===== src/rtl/tmr_pkg.sv =====
package tmr_pkg;

    typedef enum logic {
        CK_LOW  = 1'b0,
        CK_HIGH = 1'b1
    } edge_st_e;

    typedef enum logic [2:0] {
        SRC_NONE = 3'd0,
        SRC_A    = 3'd1,
        SRC_B    = 3'd2,
        SRC_C    = 3'd3,
        SRC_D    = 3'd4,
        SRC_SYNC = 3'd5
    } clr_src_e;

    localparam logic [1:0] EDGE_RISE = 2'b00;
    localparam logic [1:0] EDGE_FALL = 2'b01;

endpackage


===== src/rtl/tmr_edge_sel.sv =====
module tmr_edge_sel
    import tmr_pkg::*;
(
    input  logic       clk,
    input  logic       rst_n,
    input  logic       cnt_clk,
    input  logic [1:0] edge_sel,
    input  logic       phase_act,
    input  logic       phase_inc,
    output logic       inc
);

    logic     smp;
    edge_st_e st_q;
    edge_st_e st_d;
    logic     rise;
    logic     fall;

    always_ff @(posedge clk or negedge rst_n) begin
        if (!rst_n) begin
            smp  <= 1'b0;
            st_q <= CK_LOW;
        end else begin
            smp  <= cnt_clk;
            st_q <= st_d;
        end
    end

    always_comb begin
        st_d = st_q;
        rise = 1'b0;
        fall = 1'b0;
        unique case (st_q)
            CK_LOW: begin
                if (smp) begin
                    st_d = CK_HIGH;
                    rise = 1'b1;
                end
            end
            CK_HIGH: begin
                if (!smp) begin
                    st_d = CK_LOW;
                    fall = 1'b1;
                end
            end
        endcase
    end

    always_comb begin
        if (phase_act) begin
            inc = phase_inc;
        end else begin
            unique case (edge_sel)
                EDGE_RISE: inc = rise;
                EDGE_FALL: inc = fall;
                default:   inc = rise | fall;
            endcase
        end
    end

endmodule


===== src/rtl/tmr_clr_sel.sv =====
module tmr_clr_sel
    import tmr_pkg::*;
#(
    parameter bit FULL_CH = 1'b1
) (
    input  logic       clk,
    input  logic       rst_n,
    input  logic       sel_wr,
    input  logic [2:0] sel_wdata,
    output logic [2:0] sel_q,
    input  logic [3:0] evt,
    input  logic [1:0] buf_cd,
    input  logic       sync_en,
    input  logic       sync_in,
    output logic       own_hit,
    output logic       clr_now
);

    localparam int         NREG     = FULL_CH ? 4 : 2;
    localparam logic [2:0] SEL_MASK = FULL_CH ? 3'b111 : 3'b011;

    logic [2:0] sel_r;
    logic [3:0] ev_ok;
    clr_src_e   src;
    logic       sync_hit;

    always_ff @(posedge clk or negedge rst_n) begin
        if (!rst_n) begin
            sel_r <= 3'b000;
        end else if (sel_wr) begin
            sel_r <= sel_wdata & SEL_MASK;
        end
    end

    assign sel_q = sel_r;

    for (genvar k = 0; k < 4; k++) begin : g_ev
        if (k >= NREG) begin : g_absent
            assign ev_ok[k] = 1'b0;
        end else if (k >= 2) begin : g_cd
            assign ev_ok[k] = evt[k] & ~buf_cd[k-2];
        end else begin : g_ab
            assign ev_ok[k] = evt[k];
        end
    end

    always_comb begin
        unique case (sel_r)
            3'b001:         src = SRC_A;
            3'b010:         src = SRC_B;
            3'b101:         src = SRC_C;
            3'b110:         src = SRC_D;
            3'b011, 3'b111: src = SRC_SYNC;
            default:        src = SRC_NONE;
        endcase
    end

    always_comb begin
        own_hit  = 1'b0;
        sync_hit = 1'b0;
        unique case (src)
            SRC_A:    own_hit  = ev_ok[0];
            SRC_B:    own_hit  = ev_ok[1];
            SRC_C:    own_hit  = ev_ok[2];
            SRC_D:    own_hit  = ev_ok[3];
            SRC_SYNC: sync_hit = sync_en & sync_in;
            default:  own_hit  = 1'b0;
        endcase
        clr_now = own_hit | sync_hit;
    end

endmodule


===== src/rtl/timer_clear_channel.sv =====
module timer_clear_channel
    import tmr_pkg::*;
#(
    parameter int CNT_W   = 16,
    parameter bit FULL_CH = 1'b1
) (
    input  logic             clk,
    input  logic             rst_n,
    input  logic             sel_wr,
    input  logic [2:0]       sel_wdata,
    output logic [2:0]       sel_q,
    input  logic [1:0]       edge_sel,
    input  logic             cnt_clk,
    input  logic             phase_mode,
    input  logic             phase_inc,
    input  logic [3:0]       gr_event,
    input  logic [1:0]       gr_buffered,
    input  logic             sync_en,
    input  logic             sync_clr_in,
    output logic             sync_clr_out,
    output logic [CNT_W-1:0] count
);

    localparam bit               PHASE_OK = !FULL_CH;
    localparam logic [CNT_W-1:0] ONE      = CNT_W'(1);

    logic phase_act;
    logic inc;
    logic own_hit;
    logic clr_now;

    assign phase_act = PHASE_OK & phase_mode;

    tmr_edge_sel u_edge (
        .clk       (clk),
        .rst_n     (rst_n),
        .cnt_clk   (cnt_clk),
        .edge_sel  (edge_sel),
        .phase_act (phase_act),
        .phase_inc (phase_inc),
        .inc       (inc)
    );

    tmr_clr_sel #(.FULL_CH(FULL_CH)) u_clr (
        .clk       (clk),
        .rst_n     (rst_n),
        .sel_wr    (sel_wr),
        .sel_wdata (sel_wdata),
        .sel_q     (sel_q),
        .evt       (gr_event),
        .buf_cd    (gr_buffered),
        .sync_en   (sync_en),
        .sync_in   (sync_clr_in),
        .own_hit   (own_hit),
        .clr_now   (clr_now)
    );

    always_ff @(posedge clk or negedge rst_n) begin
        if (!rst_n) begin
            count <= '0;
        end else if (clr_now) begin
            count <= '0;
        end else if (inc) begin
            count <= count + ONE;
        end
    end

    assign sync_clr_out = own_hit & sync_en;

    // the counter only steps by one or returns to zero
    a_r2_single_step: assert property (@(posedge clk) disable iff (!rst_n)
        (count != $past(count)) |-> (count == $past(count) + ONE || count == '0));

    // a decoded clear always leaves the counter at zero
    a_r6_clear_zero: assert property (@(posedge clk) disable iff (!rst_n)
        clr_now |=> (count == '0));

    // an outgoing clear pulse is matched by this channel's own reset
    a_r10_pulse_clears: assert property (@(posedge clk) disable iff (!rst_n)
        sync_clr_out |=> (count == '0));

    // without sync enable and without register events, no clear happens
    a_r9_sync_gated: assert property (@(posedge clk) disable iff (!rst_n)
        (!sync_en && gr_event == 4'b0000) |=>
            (count == $past(count) || count == $past(count) + ONE));

endmodule


===== config.mk =====
export PLATFORM = sky130hd
export DESIGN_NAME = timer_clear_channel
export DESIGN_NICKNAME = d
export VERILOG_FILES = /design/src/rtl/tmr_pkg.sv /design/src/rtl/tmr_edge_sel.sv /design/src/rtl/tmr_clr_sel.sv /design/src/rtl/timer_clear_channel.sv
export SDC_FILE = /design/constraint.sdc
export NUM_CORES = 1
export LEC_CHECK = 0
export ABC_CLOCK_PERIOD_IN_PS = 2000
export BUFFER_PORTS_ARGS = -buffer_cell sky130_fd_sc_hd__buf_2
export CAP_MARGIN = 15
export CORE_MARGIN = 5
export CORE_UTILIZATION = 50
export CTS_BUF_LIST = sky130_fd_sc_hd__clkbuf_8
export CTS_CLUSTER_SIZE = 16
export DETAILED_ROUTE_END_ITERATION = 16
export GPL_TIMING_DRIVEN = 0
export PLACE_DENSITY = 0.8
export SLEW_MARGIN = 40
export SYNTH_ARGS = -nofsm -noshare
export SYNTH_HDL_FRONTEND = slang
export SYNTH_SLANG_ARGS = --single-unit
export TNS_END_PERCENT = 100

===== constraint.sdc =====
create_clock -name clk -period 2 [get_ports clk]
set_input_delay 0.4 -clock clk [delete_from_list [all_inputs] [get_ports clk]]
set_output_delay 0.4 -clock clk [all_outputs]
set_load 0.05 [all_outputs]

; After elaboration in Yosys (flattened, before gate mapping)
; Index checks and enable logic that the tools add are counted.
[op_classes]
mux = 10
reduce_logical = 3
eq_ne = 12
bitwise = 8
add_sub_neg = 1
[op_table]
columns = operator, n
row1 = $mux W16, 2
row2 = $add A16 B1 Y16 const B, 1
row3 = $eq A3 B3 Y1 const B, 5
row4 = $pmux W3 S5, 1
row5 = $eq A3 B2 Y1 const B, 4
row6 = $eq A3 B1 Y1 const B, 2
row7 = $mux W1, 5
row8 = $and A1 B1 Y1, 4
row9 = $pmux W1 S4, 1
row10 = $eq A2 B1 Y1 const B, 1
row11 = $logic_not A2 Y1, 1
row12 = $not A1 Y1, 2
row13 = $or A1 B1 Y1, 2
row14 = $pmux W1 S2, 1
row15 = $reduce_bool A2 Y1, 1
row16 = $reduce_or A2 Y1, 1
[totals]
wordCells = 38
reg_bits = 21
out_inout_bits = 20
in_bits = 19

; Depth between registers and ports, before layout
[depth]
depth_word = 7
mapped_depth = 6
ltp_nobuf = 6

; Hierarchy
; Synthesis repeated with hierarchy kept, for this count alone.
[unflattened]
hier_cells = 131
area_unflattened_um2 = 1326.3
[by_module_without_submodules]
columns = mod, area_per_inst_um2, instances, cells_each, seq_area_each_um2
row1 = timer_clear_channel, 868.3, 1, 84, 400.4
row2 = tmr_clr_sel, 331.6, 1, 36, 75.1
row3 = tmr_edge_sel, 126.4, 1, 11, 50.0

; Least setup slack after synthesis
; No wires, ideal clock.
[synth_path]
kind = register -> output
from = reg u_clr.sel_r[2], in the netlist u_clr.sel_q[2]
to = out sync_clr_out
slack_ns = 0.114
arrival_ns = 1.486
t_required_ns = 1.600
stages_incl_launch_ff = 5
path_buffers = 0
cell_sequence = dfrtp_1 -> nand3b_1 -> a21oi_1 -> and2_1 -> o21a_1
[synth_via]
elab_chain_len = 6
elab_cells_between_ends = 14
cone_classes = 10 x eq/ne / 2 x mux / 1 x bitwise / 1 x reduce/logical
[synth_rtl]
columns = item, line_no
row1 = from (decl), tmr_clr_sel.sv:22  ; logic [2:0] sel_r;
row2 = from (signal assigned), tmr_clr_sel.sv:31  ; sel_r <= sel_wdata & SEL_MASK;
row3 = $eq A3 B2 Y1 or $eq A3 B3 Y1 (tied branches), tmr_clr_sel.sv:48  ; unique case (sel_r)
row4 = $reduce_or A2 Y1, tmr_clr_sel.sv:48
row5 = $pmux W3 S5 *, tmr_clr_sel.sv:48
row6 = $eq A3 B3 Y1 (tied with other cells), tmr_clr_sel.sv:61  ; unique case (src)
row7 = $pmux W1 S4 *, tmr_clr_sel.sv:61
row8 = $and A1 B1 Y1 *, timer_clear_channel.sv:68  ; assign sync_clr_out = own_hit & sync_en;
row9 = to (decl), timer_clear_channel.sv:20  ; output logic sync_clr_out,
; Mark *: on every way between the ends. The rest lies on a longest branch, timed or not.

; Worst setup path in the final report
; Ends and elaborated chain as after synthesis.

==> run metrics <==
status=complete, no violations; Clock Sinks=21; post-layout min period=roughly 1.9 ns; syn avg cell area=10.36 um2; core area=2170 um2; reg2reg setup slack=0.17 ns; Initial Util=51.10%; crit path max fanout=6; mapped cell area=1109 um2; Synth cell types=32; Post-Synthesis Cells=107; leading cell types in the layout, fill and taps excluded=buf_2, dfrtp_1, a21oi_1; via count=987; number of global-route vias before repair=956; Area contributors post-synth=dfrtp_1, a21oi_1, ha_1; Max IR drop VDD=0.0006095 V; I/O Pins=39; die height=57.09 um; CP delay by family, top=flip-flops; clock-pin slew of the registers on the worst-case setup and hold paths=0.08 ns; CP max stage delay=0.43 ns; die area=3259 um2; CP Cell Sequence=nand2b_1 > a21oi_1 > and2_1 > o21a_1 > clkbuf_4; Die X-Extent=57.09 um; GP Congestion=0.7845; largest area contributor in the netlist=dfrtp_1; Synth top area share=47.40%; max-cap viol count=0; Reg area=between 500 and 600 um2; FF-to-FF Start=u_edge.st_q; Setup TNS Final=0 ns; R2R cell count=6; Worst Skew=~0.008 ns; Remaining DRCs=0; Detailed Route Iter0 Violations=16; largest net degree at the start of global routing=22; Detailed Place HPWL=1.873 mm; # fillers=between 150 and 200; initial antenna violation count=0; final instance area=between 1000 and 1500 um2; layout cells sized above 1=33.33%; Total Power=0.001117 W; placement row count=17; arrival time at the worst endpoint=1.49 ns; unrepaired setup endpoints after global routing=false; Final Setup Violations=0; commonest non-fill, non-tap cell in the layout=buf_2; CP max stage cell=dfrtp_1; total global routing overflow=0; Critical Path Source Type=register; Setup Buffers After CTS=0; Slew Viols, Final=0; P_leak=0.6586 nW; Synth Net Count=129; worst skew pair latency=0.26 ns; Worst Max-Slew Pin Slew=0.4571 ns; nets=170; Crit. End Element=primary output; WL final=2.486 mm; Tcrit/Tclk final=94.40%; FF-to-FF End=count[13]; post-CTS sizing=0; wire length per cell=14.21 um; class of the worst hold path=in2async; critical path depth=5; Clock Tree Root=clkbuf_8; IO buf count=36; Inserted Diodes=0; Seq/Total Area, Yosys=47.40%; final hold vios=0; #FFs+latches synth=21; critical path capture point=sync_clr_out; Worst EP required=1.60 ns; CP Class=reg2out; multi-input logic area=564.3 um2; PD cells=813.7 nW/um2; vias per cell=5.640; CTS tree=built; Buf/Inv on CP=1; Num CTS Buffers=3; first-pass GRT wire length=4.050 mm; Pre-antenna DRT Iters=4; CTS max path bufs=2; yosys warns=0; global-route usage over all layers=between 10% and 20%; Slew HR=69.53%; fmax=529.7 MHz; placed inst area=1324 um2; Final ANT Viol Nets=0; P&R area growth vs syn=23.82%; hold_buf cts=0; Setup crit start=u_clr.sel_q[2]; depth of the CTS H-tree=1
-- through the flow --
stage	setup slack (ns)	instances	util (%)	hold slack, ns
after floorplan	0.1138	107	-	0.1044
after global placement	0.2580	171	61.02	0.3751
after detailed placement	0.1803	171	61.02	0.3751
after CTS	0.08152	175	63.15	0.08778
after global routing	0.01344	175	63.26	0.1167
final	0.1120	175	63.26	0.07276
-- flip-flops by register name, summed over array words and instances, names as in the netlist --
| register | cells |
|---|---|
| count | 16 |
| u_clr.sel_q | 3 |
| u_edge.smp | 1 |
| u_edge.st_q | 1 |
-- synth_stat cells --
cell and number:
a211o_1 1, a21oi_1 12, and2_1 1, and3_1 2, and3_4 1, and4_1 2
and4_4 1, clkbuf_1 1, dfrtp_1 21, ha_1 3, inv_1 4, mux2_2 3
mux2_4 1, mux2i_1 1, nand2_1 5, nand2_2 1, nand2b_1 3, nand3_1 3
nand3b_1 2, nand4_1 1, nor2_1 6, o2111ai_2 1, o211ai_1 3, o211ai_2 1
o21a_1 1, o21ai_0 5, o21ai_1 1, o31ai_1 5, or3_1 5, or4_1 5
xnor2_1 1, xor2_1 4
-- worst min path at each step --
stage | from | end | slack (ns) | depth (start not counted)
final | rst_n | count[14] | 0.07 | 1
after CTS | rst_n | count[14] | 0.09 | 1
after global placement | rst_n | count[14] | 0.38 | 1
after global routing | rst_n | count[14] | 0.12 | 1
after detailed placement | rst_n | count[14] | 0.38 | 1
after floorplan | rst_n | count[0] | 0.10 | 0
-- layout make-up --
class,count,share of cell area [%]
Timing Repair Buffer,36,13.31
Clock buffer,3,3.008
Inverter,4,1.094
Sequential cell,21,38.29
Clock inverter,1,0.3646
Multi-Input combinational cell,81,41.11
Tap cell,28,2.552
Buffer,1,0.2735
-- where the power goes --
group / total [W] / switching (W) / internal (W)
Sequential: 0.000515 / 0.0000517 / 0.000463
Combinational: 0.000324 / 0.000232 / 0.0000919
Clock: 0.000278 / 0.000139 / 0.000139
Total: 0.00112 / 0.000423 / 0.000694
-- cells by family after synthesis --
| group | Yosys count | synth area share (%) |
|---|---|---|
| AOI/OAI and AO/OA | 30 | 17.49 |
| muxes | 5 | 5.304 |
| buffers and inverters | 5 | 1.692 |
| xor gates and xnor gates | 5 | 3.950 |
| adders and majority gates | 3 | 3.386 |
| and+or+nand+nor | 38 | 20.77 |
| DFF | 21 | 47.40 |
-- worst reg2reg max path: stages, from the launching register on --
cell      delay, ns
dfrtp_1        0.36
inv_1          0.05
ha_1           0.29
nand2_2        0.13
o211ai_2       0.21
or4_1          0.55
a21oi_1        0.17
-- per-layer routing --
layer | GRT usage (%) | vias to the layer above | share of wire [%]
met5 | 0 | - | 0
met4 | 6.954 | 0 | 1.3
met3 | 3.846 | 4 | 7.8
met2 | 26.43 | 30 | 49
met1 | 18.41 | 471 | 42
li1 | - | 482 | -
Power figures use the tool's default switching activity.
